===== config.mk =====
export PLATFORM = sky130hd
export DESIGN_NAME = angle_out_port
export DESIGN_NICKNAME = d
export VERILOG_FILES = /design/src/rtl/angle_out_port.sv
export SDC_FILE = /design/constraint.sdc
export NUM_CORES = 1
export LEC_CHECK = 0
export BUFFER_PORTS_ARGS = -buffer_cell sky130_fd_sc_hd__buf_2
export CELL_PAD_IN_SITES_DETAIL_PLACEMENT = 0
export CELL_PAD_IN_SITES_GLOBAL_PLACEMENT = 1
export CORE_MARGIN = 3
export CORE_UTILIZATION = 41
export DETAILED_ROUTE_END_ITERATION = 8
export HOLD_SLACK_MARGIN = 0.05
export PLACE_DENSITY_LB_ADDON = 0.25
export SYNTH_ARGS = -nofsm -noshare
export SYNTH_HDL_FRONTEND = slang
export SYNTH_SLANG_ARGS = --single-unit

===== constraint.sdc =====
create_clock -name clk -period 2.23 [get_ports clk]
set_input_delay 0.446 -clock clk [delete_from_list [all_inputs] [get_ports clk]]
set_output_delay 0.446 -clock clk [all_outputs]
set_load 0.005 [all_outputs]

===== src/rtl/angle_out_port.sv =====
module angle_out_port #(
  parameter int BYTE_W   = 8,
  parameter int BUSY_CYC = 4
) (
  input  logic                clk,
  input  logic                rst_n,
  input  logic [2*BYTE_W-1:0] trk_angle,
  input  logic                inh_n,
  input  logic                en_hi_n,
  input  logic                en_lo_n,
  output logic                busy_o,
  output logic [2*BYTE_W-1:0] word_o,
  output logic                bus_oe,
  output logic [BYTE_W-1:0]   bus_data,
  output logic                bus_clash
);
  localparam int WORD_W  = 2 * BYTE_W;
  localparam int CNT_W   = $clog2(BUSY_CYC + 1);
  localparam int MID_CNT = BUSY_CYC - BUSY_CYC / 2 + 1;

  logic [CNT_W-1:0]  cnt_q;
  logic [WORD_W-1:0] settled_q, pend_q, held_q;
  logic              frz_q, sel_hi_q;
  logic              start;

  assign busy_o = (cnt_q != '0);
  assign start  = !busy_o && (trk_angle != settled_q);
  assign word_o = frz_q ? held_q : settled_q;

  always_ff @(posedge clk) begin
    if (!rst_n) begin
      cnt_q     <= '0;
      pend_q    <= '0;
      settled_q <= '0;
    end else begin
      if (start) begin
        cnt_q  <= CNT_W'(BUSY_CYC);
        pend_q <= trk_angle;
      end else if (busy_o) begin
        cnt_q <= cnt_q - 1'b1;
      end
      if (cnt_q == CNT_W'(MID_CNT))
        settled_q <= pend_q;
    end
  end

  always_ff @(posedge clk) begin
    if (!rst_n) begin
      frz_q  <= 1'b0;
      held_q <= '0;
    end else if (inh_n) begin
      frz_q <= 1'b0;
    end else if (!frz_q && !busy_o) begin
      frz_q  <= 1'b1;
      held_q <= settled_q;
    end
  end

  always_ff @(posedge clk) begin
    if (!rst_n) begin
      bus_oe    <= 1'b0;
      sel_hi_q  <= 1'b0;
      bus_clash <= 1'b0;
    end else begin
      bus_oe    <= !(en_hi_n && en_lo_n);
      sel_hi_q  <= !en_hi_n;
      bus_clash <= !en_hi_n && !en_lo_n;
    end
  end

  assign bus_data = !bus_oe  ? '0 :
                    sel_hi_q ? word_o[WORD_W-1:BYTE_W] : word_o[BYTE_W-1:0];
endmodule



==> impl_metrics.yaml <==
timing:
  fmax_mhz: 490
  hold_viol: 0
  finalCritPeriodShare_pct: 91.5
  setup_total_negative_slack_ps: 0
  tightest_slew_ps: 1050
  slew_headroom_pct: 29.8
  rsz0062_at_grt: "no"
  clock_skew_ps: 4.85
  timing.hold.ws_ps: 303
  min_period_ps: 2040
  drv_slew: 0
  setup_viol: 0
drt:
  drt_iter0_markers: 71
  wl_um: 5700
  num_vias: 2027
  drc: 0
  antenna_left: 0
  firstDrtPassIters: 4
  via_per_inst: 4.81
  avgRoutedWirePerCell_um: 13.5
placed_design:
  gp_congestion: 0.711
  hpwl_um: 4140
  portBuffers: 47
logic_synthesis:
  yosysSeqAreaShare_pct: 41.9
  syn_area_um2: 2630
  synthesis.nets: 323
  yosysWarningCount: 0
  netlist_instances: 299
  synthArstFlopShare_pct: 0
  syn_avg_cell_area_um2: 8.78
  yosys_most_used_dff: "dfxtp_1"
  synth-seq-cells: 55
  synth_cell_types: 27
  synth_edf_count: 0
clock_tree:
  hold_buffers: 0
  cts_buffers: 5
  ctsResizeCount: 0
  cts_sinks: 55
  cts.clk_slew.worst_paths_ps: 90
  ctsLongestPathBuffers: 2
  cts_htree_levels: 2
  cts_tree: "yes"
  root_buffer: "clkbuf_8"
  clk_latency_ps: 300
  post_cts_buffers: 0
critical_path:
  worstPathBufferInverterCount: 2
  cp-end-kind: "output pin"
  r2r_start: "cnt_q[0]"
  critPathMaxFanout: 19
  critical_path.top_delay_family: "multiplexers"
  endpoint: "bus_data[5]"
  cpPeakStageDelay_ps: 390
  rrSetupSlack_ps: 200
  cp_cell_sequence: "buf_4 -> mux2_2 -> mux2i_1 -> nor2b_1 -> buf_2"
  rr_endpoint: "pend_q[8]"
  crit_type: "reg -> out"
  critPathLaunchType: "register"
  cp.depth: 5
  cp.required_ps: 1780
  cp.arrival_ps: 1590
  slowest_stage: "mux2_2"
  rr_worst_depth: 6
  crit_start: "frz_q"
run_status:
  status: "finished, final reports clean"
pwr:
  power.density_nw_per_um2: 856
  power.share.clock_pct: 22.7
  ir_drop_uv: 378
  p_sw_uw: 844
  p_int_uw: 1770
  cellLeakagePower_uw: 0.00123
  sw_frac_of_total_pct: 32.3
  seqPwrFrac_pct: 46.3
  pwr-share-comb_pct: 30.9
finish:
  syn_to_final_growth_pct: 16.3
  mostFrequentLayoutCells: "nand2_1, dfxtp_1, buf_2"
  drive_gt1_share_pct: 24.6
  finalNetCount: 369
  final_common_cell: "nand2_1"
  multi_input_area_um2: 1430
  seq_area_um2: 1100
  fillers: 630
  diodes: 0
floorplan:
  die-width_um: 86.0
  initial_utilization_pct: 43.3
  core_um2: 6060
  chipHeight_um: 86.0
  dieArea_um2: 7400
  ioPinCount: 48
  num_rows: 28
grt:
  grt_pass1_wl_um: 9580
  grt_usage_pct: 16.3
  grt_max_degree: 33
  grt-ovfl-total: 0
  antenna_found_initial: 0
  grt_pass1_vias: 1859
job:
  maxCapViolCount: 0
hold_path:
  hp-class: "in -> reg"
## synth_stat cells (2+ instances only)
library cell / count / area (µm²)
nand2_1: 98 / 368
dfxtp_1: 55 / 1100
a21boi_0: 34 / 255
mux2i_1: 23 / 230
mux2_2: 16 / 180
xnor2_1: 16 / 140
clkbuf_1: 13 / 48.8
nor2b_1: 12 / 75.1
buf_2: 4 / 20.0
nand4_1: 4 / 25.0
ha_1: 3 / 37.5
inv_1: 3 / 11.3
nor2_1: 3 / 11.3
nand2b_1: 2 / 12.5
## metal layers
metal	wire [µm]	track usage, %	part of all wire (%)
met1	2980	24.4	52
met2	2420	23.5	42
met3	238	3.55	4.2
met4	61	4.32	1.1
met5	0	0	0
## layout make-up
cell class	instances	area share, %
clock buffer	8	3.28
tap	75	3.07
multi-input combinational	222	46.8
inverter	3	0.369
timing repair buffer	58	10.4
sequential	55	36.1
## how the worst min path moves through the flow
| stage | from | endpoint | slack [ps] | cells after the start |
|---|---|---|---|---|
| floorplan | held_q[7] | held_q[7] | 430 | 2 |
| global placement | held_q[7] | held_q[7] | 440 | 2 |
| detailed placement | held_q[7] | held_q[7] | 440 | 2 |
| CTS | en_lo_n | bus_clash | 290 | 2 |
| global route | en_lo_n | bus_clash | 290 | 2 |
| finish | en_lo_n | bus_clash | 300 | 2 |
## through the flow
stage | utilization, % | setup slack [ps] | power, µW | cells | instance area [µm²]
CTS | 50.4 | 160 | 2650 | 421 | 3050
detailed placement | 48.7 | 97.0 | 2050 | 413 | 2950
finish | 50.4 | 190 | 2610 | 421 | 3050
global placement | 48.7 | 130 | 2050 | 413 | 2950
global route | 50.4 | 35.8 | 2800 | 421 | 3050
floorplan | - | 473 | 1830 | 299 | 2630
## kinds of logic (layout without fill, tap and decap cells)
logic type / count (synthesis) / after routing / share of synthesized area (%)
buf+inv: 22 / 69 / 3.62
compound gates: 38 / 38 / 10.8
mux: 39 / 39 / 15.6
flops: 55 / 55 / 41.9
fa+ha+maj: 3 / 3 / 1.43
xor+xnor: 16 / 16 / 5.34
simple gates: 126 / 126 / 21.2
## registers in the layout, summed over array words and instances, names as in the netlist
| register | flops |
|---|---|
| settled_q | 16 |
| frz_q | 1 |
| held_q | 16 |
| bus_oe | 1 |
| cnt_q | 3 |
| pend_q | 16 |
| bus_clash | 1 |
| sel_hi_q | 1 |
## power groups by stage
stage                     clock network [µW]  registers [µW]  logic, µW
after detailed placement                   0            1230        816
final                                    595            1210        809
after global routing                     673            1230        894
after global placement                     0            1230        813
after CTS                                621            1210        822
after floorplan                            0            1210        624
Note: power is estimated with default switching activity, not from simulation.
